===== src/rtl/spim_pkg.sv =====
// Package: shared register addresses and field positions for the SPI master.
// Assumes 32-bit registers; field positions are fixed by the software view.
package spim_pkg;
    localparam int LEN_W = 4;             // character length field width
    localparam int PM_W  = 4;             // prescale field width
    localparam int DIV_SH = 4;            // extra divider is 2**DIV_SH
    localparam int CHAR_W = 1 << LEN_W;   // widest character

    typedef enum logic [2:0] {
        A_CFG  = 3'd0,
        A_STAT = 3'd1,
        A_IEN  = 3'd2,
        A_CMD  = 3'd3,
        A_TX   = 3'd4,
        A_RX   = 3'd5
    } spim_addr_e;

    localparam int B_LOOP  = 30;
    localparam int B_CINV  = 29;
    localparam int B_LATE  = 28;
    localparam int B_D16   = 27;
    localparam int B_MSBF  = 26;
    localparam int B_EN    = 24;
    localparam int B_LEN_L = 20;
    localparam int B_PM_L  = 16;
    localparam int B_RDY   = 9;
    localparam int B_FREE  = 8;

    localparam logic [31:0] CFG_WMASK = 32'h7FFF_0000;
    localparam logic [31:0] CFG_DMASK = 32'h080F_0000;
endpackage


===== src/rtl/spim_clkdiv.sv =====
// Module: half-period tick generator for the serial clock.
// Emits one tick every 2*(pm+1) clocks, or 2*(pm+1)*2**DS with div16;
// the count restarts whenever run is low so the first tick is a full half.
module spim_clkdiv #(
    parameter int PW = 4,
    parameter int DS = 4
) (
    input  logic          clk,
    input  logic          rst_n,
    input  logic          run,
    input  logic [PW-1:0] pm,
    input  logic          div16,
    output logic          tick
);
    localparam int CNT_W = PW + DS + 2;

    logic [CNT_W-1:0] base;
    logic [CNT_W-1:0] half_m1;
    logic [CNT_W-1:0] cnt_q;

    // Derive the terminal count from the divider settings.
    always_comb begin
        base    = CNT_W'(pm) + 1'b1;
        half_m1 = (div16 ? (base << (DS + 1)) : (base << 1)) - 1'b1;
    end

    // Count system clocks within one half period.
    always_ff @(posedge clk) begin
        if (!rst_n || !run)       cnt_q <= '0;
        else if (cnt_q == half_m1) cnt_q <= '0;
        else                       cnt_q <= cnt_q + 1'b1;
    end

    assign tick = run && (cnt_q == half_m1);
endmodule


===== src/rtl/spim_engine.sv =====
// Module: one-character shift engine with selectable phase, polarity and order.
// Assumes start is only raised when en is high; tick marks each serial edge.
module spim_engine #(
    parameter int LW = 4,
    localparam int CW = 1 << LW
) (
    input  logic          clk,
    input  logic          rst_n,
    input  logic          en,
    input  logic          start,
    input  logic [CW-1:0] tx_char,
    input  logic [LW-1:0] len,
    input  logic          cpol,
    input  logic          cpha,
    input  logic          msbf,
    input  logic          loop,
    input  logic          tick,
    input  logic          miso,
    output logic          busy,
    output logic          done,
    output logic [CW-1:0] rx_char,
    output logic          sclk,
    output logic          mosi
);
    logic          busy_q, done_q, sclk_q;
    logic [LW:0]   edge_q;
    logic [LW-1:0] bidx_q;
    logic [CW-1:0] tx_q, rx_q, rx_out_q, rx_nxt;
    logic [LW-1:0] pos;
    logic          lead, last, rx_in, sample, advance;

    // Decode the current edge and the bit position in play.
    always_comb begin
        lead    = ~edge_q[0];
        last    = (edge_q == {len, 1'b1});
        pos     = msbf ? (len - bidx_q) : bidx_q;
        mosi    = busy_q & tx_q[pos];
        rx_in   = loop ? mosi : miso;
        sample  = busy_q & tick & (lead ^ cpha);
        advance = busy_q & tick & ~last &
                  (cpha ? (lead && (edge_q != '0)) : ~lead);
        rx_nxt  = rx_q;
        if (sample) rx_nxt[pos] = rx_in;
    end

    // Sequence one character through its 2*(len+1) serial edges.
    always_ff @(posedge clk) begin
        if (!rst_n) begin
            busy_q   <= 1'b0;
            done_q   <= 1'b0;
            edge_q   <= '0;
            bidx_q   <= '0;
            tx_q     <= '0;
            rx_q     <= '0;
            rx_out_q <= '0;
        end else begin
            done_q <= 1'b0;
            if (!en) begin
                busy_q <= 1'b0;
            end else if (start && !busy_q) begin
                busy_q <= 1'b1;
                edge_q <= '0;
                bidx_q <= '0;
                tx_q   <= tx_char;
                rx_q   <= '0;
            end else if (busy_q && tick) begin
                rx_q   <= rx_nxt;
                edge_q <= edge_q + 1'b1;
                if (advance) bidx_q <= bidx_q + 1'b1;
                if (last) begin
                    busy_q   <= 1'b0;
                    done_q   <= 1'b1;
                    rx_out_q <= rx_nxt;
                end
            end
        end
    end

    // Toggle the serial clock on each edge tick, rest at cpol when idle.
    always_ff @(posedge clk) begin
        if (!rst_n)              sclk_q <= 1'b0;
        else if (busy_q && tick) sclk_q <= ~sclk_q;
        else if (!busy_q)        sclk_q <= cpol;
    end

    assign busy    = busy_q;
    assign done    = done_q;
    assign rx_char = rx_out_q;
    assign sclk    = sclk_q;

    a_r5_no_start_disabled: assert property (@(posedge clk) disable iff (!rst_n)
        !en |=> !busy_q);
    a_r5_sclk_idle: assert property (@(posedge clk) disable iff (!rst_n)
        (!$past(busy_q) && !busy_q) |-> (sclk_q == $past(cpol)));
    a_r6_bit_in_range: assert property (@(posedge clk) disable iff (!rst_n)
        busy_q |-> (bidx_q <= len));
endmodule


===== src/rtl/spim_ctrl.sv =====
// Module: register front end of the SPI master (top).
// Holds configuration, status, interrupt enable and the one-entry transmit
// slot; reads are combinational, writes take effect at the strobe edge.
module spim_ctrl
    import spim_pkg::*;
#(
    parameter int DW = 32
) (
    input  logic          clk,
    input  logic          rst_n,
    input  logic          reg_wr,
    input  logic [2:0]    reg_addr,
    input  logic [DW-1:0] reg_wdata,
    output logic [DW-1:0] reg_rdata,
    output logic          sclk,
    output logic          mosi,
    input  logic          miso,
    output logic          irq
);
    logic [DW-1:0]     cfg_q, cfg_nxt;
    logic              st_rdy, st_free;
    logic [1:0]        ien_q;
    logic [CHAR_W-1:0] hold_q;
    logic              hold_full;
    logic              en, busy, done, start, tick;
    logic [CHAR_W-1:0] rx_char;

    assign en    = cfg_q[B_EN];
    assign start = en && hold_full && !busy;

    // Merge a configuration write, keeping the divider while enabled.
    always_comb begin
        cfg_nxt = reg_wdata & CFG_WMASK;
        if (en) cfg_nxt = (cfg_nxt & ~CFG_DMASK) | (cfg_q & CFG_DMASK);
    end

    // Update the configuration and interrupt-enable registers.
    always_ff @(posedge clk) begin
        if (!rst_n) begin
            cfg_q <= '0;
            ien_q <= '0;
        end else if (reg_wr) begin
            if (reg_addr == A_CFG) cfg_q <= cfg_nxt;
            if (reg_addr == A_IEN) ien_q <= {reg_wdata[B_RDY], reg_wdata[B_FREE]};
        end
    end

    // Status flags: set events win over a same-cycle clear.
    always_ff @(posedge clk) begin
        if (!rst_n) begin
            st_rdy  <= 1'b0;
            st_free <= 1'b1;
        end else begin
            if (done)                                              st_rdy <= 1'b1;
            else if (reg_wr && reg_addr == A_STAT && reg_wdata[B_RDY]) st_rdy <= 1'b0;
            if (start)                                              st_free <= 1'b1;
            else if (reg_wr && reg_addr == A_STAT && reg_wdata[B_FREE]) st_free <= 1'b0;
        end
    end

    // One-entry transmit slot: filled by a write, emptied into the shifter.
    always_ff @(posedge clk) begin
        if (!rst_n) begin
            hold_q    <= '0;
            hold_full <= 1'b0;
        end else if (!en) begin
            hold_full <= 1'b0;
        end else if (start) begin
            hold_full <= 1'b0;
        end else if (reg_wr && reg_addr == A_TX && !hold_full) begin
            hold_q    <= reg_wdata[CHAR_W-1:0];
            hold_full <= 1'b1;
        end
    end

    // Read multiplexer.
    always_comb begin
        reg_rdata = '0;
        case (reg_addr)
            A_CFG:  reg_rdata = cfg_q;
            A_STAT: begin
                reg_rdata[B_RDY]  = st_rdy;
                reg_rdata[B_FREE] = st_free;
            end
            A_IEN: begin
                reg_rdata[B_RDY]  = ien_q[1];
                reg_rdata[B_FREE] = ien_q[0];
            end
            A_RX:   reg_rdata[CHAR_W-1:0] = rx_char;
            default: reg_rdata = '0;
        endcase
    end

    assign irq = (st_rdy & ien_q[1]) | (st_free & ien_q[0]);

    spim_clkdiv #(.PW(PM_W), .DS(DIV_SH)) u_div (
        .clk   (clk),
        .rst_n (rst_n),
        .run   (busy),
        .pm    (cfg_q[B_PM_L +: PM_W]),
        .div16 (cfg_q[B_D16]),
        .tick  (tick)
    );

    spim_engine #(.LW(LEN_W)) u_eng (
        .clk     (clk),
        .rst_n   (rst_n),
        .en      (en),
        .start   (start),
        .tx_char (hold_q),
        .len     (cfg_q[B_LEN_L +: LEN_W]),
        .cpol    (cfg_q[B_CINV]),
        .cpha    (cfg_q[B_LATE]),
        .msbf    (cfg_q[B_MSBF]),
        .loop    (cfg_q[B_LOOP]),
        .tick    (tick),
        .miso    (miso),
        .busy    (busy),
        .done    (done),
        .rx_char (rx_char),
        .sclk    (sclk),
        .mosi    (mosi)
    );

    a_r4_div_stable: assert property (@(posedge clk) disable iff (!rst_n)
        (en && $past(en)) |-> ($stable(cfg_q[B_D16]) && $stable(cfg_q[B_PM_L +: PM_W])));
    a_r6_rdy_on_done: assert property (@(posedge clk) disable iff (!rst_n)
        done |=> st_rdy);
    a_r6_slot_loads: assert property (@(posedge clk) disable iff (!rst_n)
        (hold_full && !busy && en) |=> (!hold_full && st_free && busy));
endmodule


===== config.mk =====
export PLATFORM = sky130hd
export DESIGN_NAME = spim_ctrl
export DESIGN_NICKNAME = d
export VERILOG_FILES = /design/src/rtl/spim_pkg.sv /design/src/rtl/spim_clkdiv.sv /design/src/rtl/spim_engine.sv /design/src/rtl/spim_ctrl.sv
export SDC_FILE = /design/constraint.sdc
export NUM_CORES = 1
export LEC_CHECK = 0
export ABC_AREA = 1
export ABC_CLOCK_PERIOD_IN_PS = 3600
export BUFFER_PORTS_ARGS = -buffer_cell sky130_fd_sc_hd__buf_2
export CORE_ASPECT_RATIO = 0.5
export CORE_UTILIZATION = 25
export CTS_CLUSTER_DIAMETER = 80
export DETAILED_ROUTE_END_ITERATION = 16
export GPL_ROUTABILITY_DRIVEN = 0
export GPL_TIMING_DRIVEN = 0
export PLACE_DENSITY = 0.48
export RECOVER_POWER = 100
export SETUP_SLACK_MARGIN = 0.15
export SKIP_CTS_REPAIR_TIMING = 1
export SYNTH_ARGS = -nofsm -noshare
export SYNTH_HDL_FRONTEND = slang
export SYNTH_SLANG_ARGS = --single-unit

===== constraint.sdc =====
create_clock -name clk -period 3.6 [get_ports clk]
set_input_delay 0.36 -clock clk [delete_from_list [all_inputs] [get_ports clk]]
set_output_delay 0.36 -clock clk [all_outputs]
set_load 0.005 [all_outputs]

# ---- Word level (Yosys, flattened, before mapping)
# Index checks and enable logic that the tools add are counted.
dict set report word_totals {
  ff_bits 123
}
dict set report op_classes {
  n_eq_ne 7
  mux 30
  reduce_logical 35
  n_addsub 6
  n_bitwise 18
  order_cmp 2
}
# operator count
set op_table {}
lappend op_table {{16-bit 2-to-1 mux} 4}
lappend op_table {{32-bit 2-to-1 mux} 1}
lappend op_table {{31-bit by 28-bit OR with 31-bit output} 1}
lappend op_table {{16-bit bitwise mux} 1}
lappend op_table {{4-bit 2-to-1 mux} 4}
lappend op_table {{8-bit one-hot mux with 2 select lines} 1}
lappend op_table {{1-bit logical AND} 12}
lappend op_table {{1-bit 2-to-1 mux} 12}
lappend op_table {{6-bit one-hot mux with 2 select lines} 1}
lappend op_table {{2-bit AND reduction} 6}
lappend op_table {{10-bit by 1-bit adder with 10-bit output (second input constant)} 1}
lappend op_table {{10-bit equality test} 1}
lappend op_table {{10-bit 2-to-1 mux} 1}
lappend op_table {{5-bit 2-to-1 mux} 2}
lappend op_table {{10-bit by 1-bit subtractor with 10-bit output (second input constant)} 1}
lappend op_table {{1-bit inverter} 8}
lappend op_table {{2-bit one-hot mux with 4 select lines} 1}
lappend op_table {{2-bit nonzero test} 4}
lappend op_table {{1-bit bitwise AND} 7}
lappend op_table {{3-bit equality test (second input constant)} 2}
lappend op_table {{3-bit AND reduction} 2}
lappend op_table {{4-bit by 1-bit adder with 5-bit output (second input constant)} 1}
lappend op_table {{5-bit by 1-bit adder with 5-bit output (second input constant)} 1}
lappend op_table {{5-bit equality test} 1}
lappend op_table {{other kinds (19)} 22}

# ---- Longest topological paths before layout
dict set report depth {
  word_depth 11
  depth_mapped 21
}

# ---- Modules after synthesis
# A second synthesis with hierarchy kept.
dict set report unflattened {
  cells_unflattened 834
  hier_area_um2 5774.3
}
# module seq_area_each_um2 area_per_inst_um2 instances cells_per_inst
set by_module_without_submodules {}
lappend by_module_without_submodules {spim_engine 1201.2 3121.7 1 439}
lappend by_module_without_submodules {spim_ctrl 720.7 1614.0 1 243}
lappend by_module_without_submodules {spim_clkdiv 200.2 1038.5 1 152}

# ---- Worst setup path after synthesis
# OpenSTA, ideal clock, no wires.
dict set report synth_timing {
  kind {register to register}
  start {reg cfg_q[20]}
  end {reg u_eng.rx_q[12]}
  t_arrival_ns 2.391
  path_stages_with_launch 19
  setup_ns 0.068
  required_time_ns 3.532
  slack_ns 1.142
  n_path_buf 1
  path_cell_list {dfxtp_1 -> inv_1 -> ha_1 -> fa_1 -> xor2_1 -> a21oi_1 -> inv_1 -> nand2_1 -> nand2_1 -> nand2_1 -> nand3_1 -> nand2_2 -> buf_4 -> nand3_1 -> nand2_1 -> nand2_1 -> nand2_1 -> nand2_1 -> a21oi_2}
}
dict set report synth_between {
  elab_chain_len 10
  word_cells_on_any_way 15
  cone_classes {1 x add/sub; 2 x order compare; 10 x mux; 1 x bitwise; 1 x reduce/logical}
}
# element line_no
set synth_rtl {}
lappend synth_rtl {{start: declaration} spim_ctrl.sv:20} ;# logic [DW-1:0] cfg_q, cfg_nxt;
lappend synth_rtl {{start signal: assignment} spim_ctrl.sv:43} ;# if (reg_addr == A_CFG) cfg_q <= cfg_nxt;
lappend synth_rtl {{4-bit subtractor *} spim_engine.sv:36} ;# pos = msbf ? (len - bidx_q) : bidx_q;
lappend synth_rtl {{4-bit 2-to-1 mux *} spim_engine.sv:36}
lappend synth_rtl {{4-bit by 5-bit < comparator with 1-bit output (not written as such), or another cell as far along} spim_engine.sv:43} ;# if (sample) rx_nxt[pos] = rx_in;
lappend synth_rtl {{1-bit logical AND (not written as such) or 1-bit 2-to-1 mux (tied branches)} {spim_engine.sv:43, spim_engine.sv:37}}
lappend synth_rtl {{1-bit 2-to-1 mux (not written as such) or 1-bit bitwise AND (tied branches)} {spim_engine.sv:43, spim_engine.sv:37}}
lappend synth_rtl {{1-bit demux with 4-bit select or 1-bit 2-to-1 mux (tied branches)} --}
lappend synth_rtl {{16-bit bitwise mux *} spim_engine.sv:43}
lappend synth_rtl {{16-bit 2-to-1 mux *} spim_engine.sv:43}
lappend synth_rtl {{16-bit 2-to-1 mux *} spim_engine.sv:66} ;# end else if (busy_q && tick) begin
lappend synth_rtl {{16-bit 2-to-1 mux *} spim_engine.sv:60} ;# end else if (start && !busy_q) begin
lappend synth_rtl {{end signal: assignment} spim_engine.sv:67} ;# rx_q <= rx_nxt;
lappend synth_rtl {{end: declaration} spim_engine.sv:28} ;# logic [CW-1:0] tx_q, rx_q, rx_out_q, rx_nxt;
# Mark *: on every way between the ends. The rest lies on a longest branch, timed or not. The select of a mux whose other input is x is not followed.
# A chain may end at the register's enable or synchronous reset.

# ---- Worst setup path after layout
dict set report layout_timing {
  start {reg cfg_q[16]}
  end {reg u_eng.rx_q[12]}
}
dict set report layout_between {
  elab_chain_len 10
  word_cells_on_any_way 13
  cone_classes {2 x add/sub; 1 x eq/ne; 4 x mux; 2 x bitwise; 4 x reduce/logical}
}
# element line_no
set layout_rtl {}
lappend layout_rtl {{4-bit by 1-bit adder with 5-bit output *} spim_clkdiv.sv:23} ;# base = CNT_W'(pm) + 1'b1;
lappend layout_rtl {{10-bit 2-to-1 mux *} spim_clkdiv.sv:24} ;# half_m1 = (div16 ? (base << (DS + 1)) : (base << 1)) - 1'b1;
lappend layout_rtl {{10-bit by 1-bit subtractor with 10-bit output *} spim_clkdiv.sv:24}
lappend layout_rtl {{10-bit equality test *} spim_clkdiv.sv:34} ;# assign tick = run && (cnt_q == half_m1);
lappend layout_rtl {{1-bit logical AND *} spim_clkdiv.sv:34}
lappend layout_rtl {{1-bit bitwise AND (2 in series)} spim_engine.sv:39} ;# sample = busy_q & tick & (lead ^ cpha);
lappend layout_rtl {{16-bit 2-to-1 mux} spim_engine.sv:43}
lappend layout_rtl {{16-bit 2-to-1 mux} spim_engine.sv:66}
lappend layout_rtl {{16-bit 2-to-1 mux} spim_engine.sv:60}
# Marks and branches as above.

==> flow_summary.ini <==
[run]
drv_cap = 0

[clocking]
cts_buffers = 9
cts_max_path_buffers = 2
htreeDepth = 3
cts_root_buf = clkbuf_16
clock_latency_ns = 0.38
cts.sinks = 106
cts_tree = built
cts.clk_slew.worst_paths_ns = 0.08

[timing]
rsz0062_at_grt = false
max_freq_mhz = 316
fin_setup_tns_ns = 0
worstMarginPinSlew_ns = 1.09
relSlewSlack_pct = 26.5
finalCritPeriodShare_pct = 87.8
setup_viol = 0
holdWs_ns = 0.231
finalHoldViolCount = 0
slew_viol_final = 0
post-route-min-period_ns = 3.16
fin_worst_skew_ns = 0.0121

[final_layout]
n_fill_cell = 2626
drive_gt1_share_pct = 9.92
area.growth.synth_to_final_pct = 16.7
final_nets = 1062
fin_util_pct = 30.0
num_antenna_cells = 0
final_area_um2 = 6910

[logic_synthesis]
synthSimpleGateAreaFrac_pct = 35.4
netlist_top_cells_area = dfxtp_1 (36%), nand2_1 (16%), nor2_1 (8.3%)
synth_edf_count = 0
yosys-top-cells-count = nand2_1 (248), nor2_1 (131), inv_1 (109)
synth_area_um2 = 5920
synth-xor-area-share_pct = 2.52
synth-seq-area-share_pct = 35.9
yosysTopAreaCellShare_pct = 35.9
synth_fp_nets = 980
synth_mux_area_share_pct = 0
synth_most_common_cell = nand2_1
yosys.area.top_type = dfxtp_1
synth_compound_area_share_pct = 13.6
ys_types = 38
synth_fa_ha_area_share_pct = 2.24
synth_top_family_by_area = simple AND/OR/NAND/NOR gates
ys.warnings.count = 0
syn_inst = 931
async_flop_share_pct = 0
ys_ff_latch = 106
synthFlopType = dfxtp_1
avgSynthCellArea_um2 = 6.35

[global_route]
overflow = 0
grt_pass1_wl_mm = 28.2
grt_max_degree = 22
first_global_vias = 5461
grt_usage_pct = 14.8
grt_antenna_before_repair = 0

[placement]
place.port_buffers = 71
hpwl_mm = 13.2
dpl_cell_area_um2 = 6660

[floorplanning]
fp.dieH_um = 111
dieArea_um2 = 24300
io_pins = 74
fp-row-count = 39
start_util_pct = 25.7
design.core.area_um2 = 23000
die_w_um = 220

[setup_path]
critPathMaxFanout = 10
arrival_ns = 3.40
path_class = flop to flop
cp-start-kind = flop
end_kind = flop
required_ns = 3.84

[route]
wire_per_inst_um = 13.1
detail_route.first_pass.iterations = 11
drc_errors = 4
drt_wl_total_mm = 17.4
detail-route-antenna-nets = 0
vias = 5949
first_iter_violations = 361
viasPerCell = 4.49

[power_and_ir_drop]
finalPower_mw = 2.40
vdd_ir_drop_max_uv = 212
powerDensity_nw_per_um2 = 348
power.leakage_nw = 2.95

[status]
violations = DRC
status = finished with violations

[hold_path]
hold_path.class = primary input to flop
[cells by family (layout without fill, tap and decap cells)]
kind of cell / Yosys count / count (layout)
flops: 106 / 106
other cells: 1 / 1
simple gates: 495 / 495
fa+ha+maj: 10 / 10
xor+xnor: 17 / 17
compound gates: 153 / 153
buf+inv: 149 / 236
[per-layer routing]
metal	wire length, um	global-route usage, %
met1	9070	21.0
met4	281	4.49
met5	0	0
met3	608	2.85
met2	7420	22.4
[worst max-delay path, stage by stage (launching register included)]
cell and delay, ns:
dfxtp_1 0.37, ha_1 0.36, nand2_1 0.07, ha_1 0.29, nand2_1 0.06, nand2_1 0.05
nor3_1 0.17, nand3_1 0.21, nor2_2 0.17, nand2_1 0.06, nor2_1 0.18, nand4_2 0.19
nand2_1 0.29, inv_2 0.17, buf_2 0.23, nand2_1 0.10, a21oi_2 0.05
[flip-flops by register name (all words and copies together) (netlist names), 2 cells and up]
signal and flops:
cfg_q 15, u_eng.rx_char 16, u_eng.tx_q 16, u_div.cnt_q 10, hold_q 16, u_eng.bidx_q 4
u_eng.edge_q 5, u_eng.rx_q 16, ien_q 2
[worst paths after layout]
check	endpoint	depth (start not counted)	from	slack [ns]
min reg2reg	u_eng.tx_q[8]	2	u_eng.tx_q[8]	0.46
max	u_eng.rx_q[12]	16	cfg_q[16]	0.44
max reg2reg	u_eng.rx_q[12]	16	cfg_q[16]	0.44
min	hold_q[5]	3	reg_wdata[5]	0.23
[metrics by stage]
stage,setup slack [ns],instances
floorplan,1.14,931
global placement,0.548,1309
detailed placement,0.526,1309
CTS,0.480,1325
global route,0.124,1325
finish,0.439,1325
[layout make-up]
type | count | area [um2] | share of cell area, %
multi-input cells | 676 | 3160 | 45.8
flip-flops and latches | 106 | 2120 | 30.7
inverters | 117 | 439 | 6.36
well taps | 307 | 384 | 5.56
repair buffers | 71 | 328 | 4.75
clock buffers | 9 | 225 | 3.26
plain buffers | 32 | 165 | 2.39
clock inverters | 7 | 80.1 | 1.16
[power breakdown]
group | total [mW] | internal (mW) | switching [mW] | leakage [nW]
combinational | 0.181 | 0.0594 | 0.122 | 1.95
clock | 1.03 | 0.496 | 0.537 | 0.146
sequential | 1.19 | 1.18 | 0.00745 | 0.855
[cell usage in the layout (no fill, tap or decap), types with 2 or more instances in the layout]
| cell | synthesis | final |
|---|---|---|
| nor3_1 | 11 | 11 |
| nor3b_1 | 3 | 3 |
| xnor2_1 | 4 | 4 |
| nand3_1 | 67 | 68 |
| or2_2 | 2 | 2 |
| nor2_2 | 4 | 2 |
| clkbuf_16 | 0 | 9 |
| nor2_1 | 131 | 133 |
| clkbuf_1 | 19 | 40 |
| nand2_2 | 9 | 6 |
| inv_2 | 7 | 7 |
| o21ai_2 | 2 | 2 |
| buf_1 | 2 | 3 |
| o21ai_0 | 70 | 70 |
| a21oi_1 | 72 | 73 |
| nand2_1 | 248 | 251 |
| a22oi_1 | 2 | 2 |
| nand4_1 | 9 | 9 |
| inv_8 | 0 | 2 |
| buf_6 | 4 | 3 |
| inv_1 | 109 | 109 |
| clkbuf_2 | 0 | 13 |
| ha_1 | 9 | 9 |
| o21a_1 | 2 | 2 |
| buf_4 | 5 | 5 |
| clkinv_8 | 0 | 2 |
| dfxtp_1 | 106 | 106 |
| buf_2 | 2 | 39 |
| nor2_4 | 3 | 3 |
| nand3b_1 | 4 | 4 |
| xor2_1 | 13 | 13 |
(Power assumes the default switching activity.)
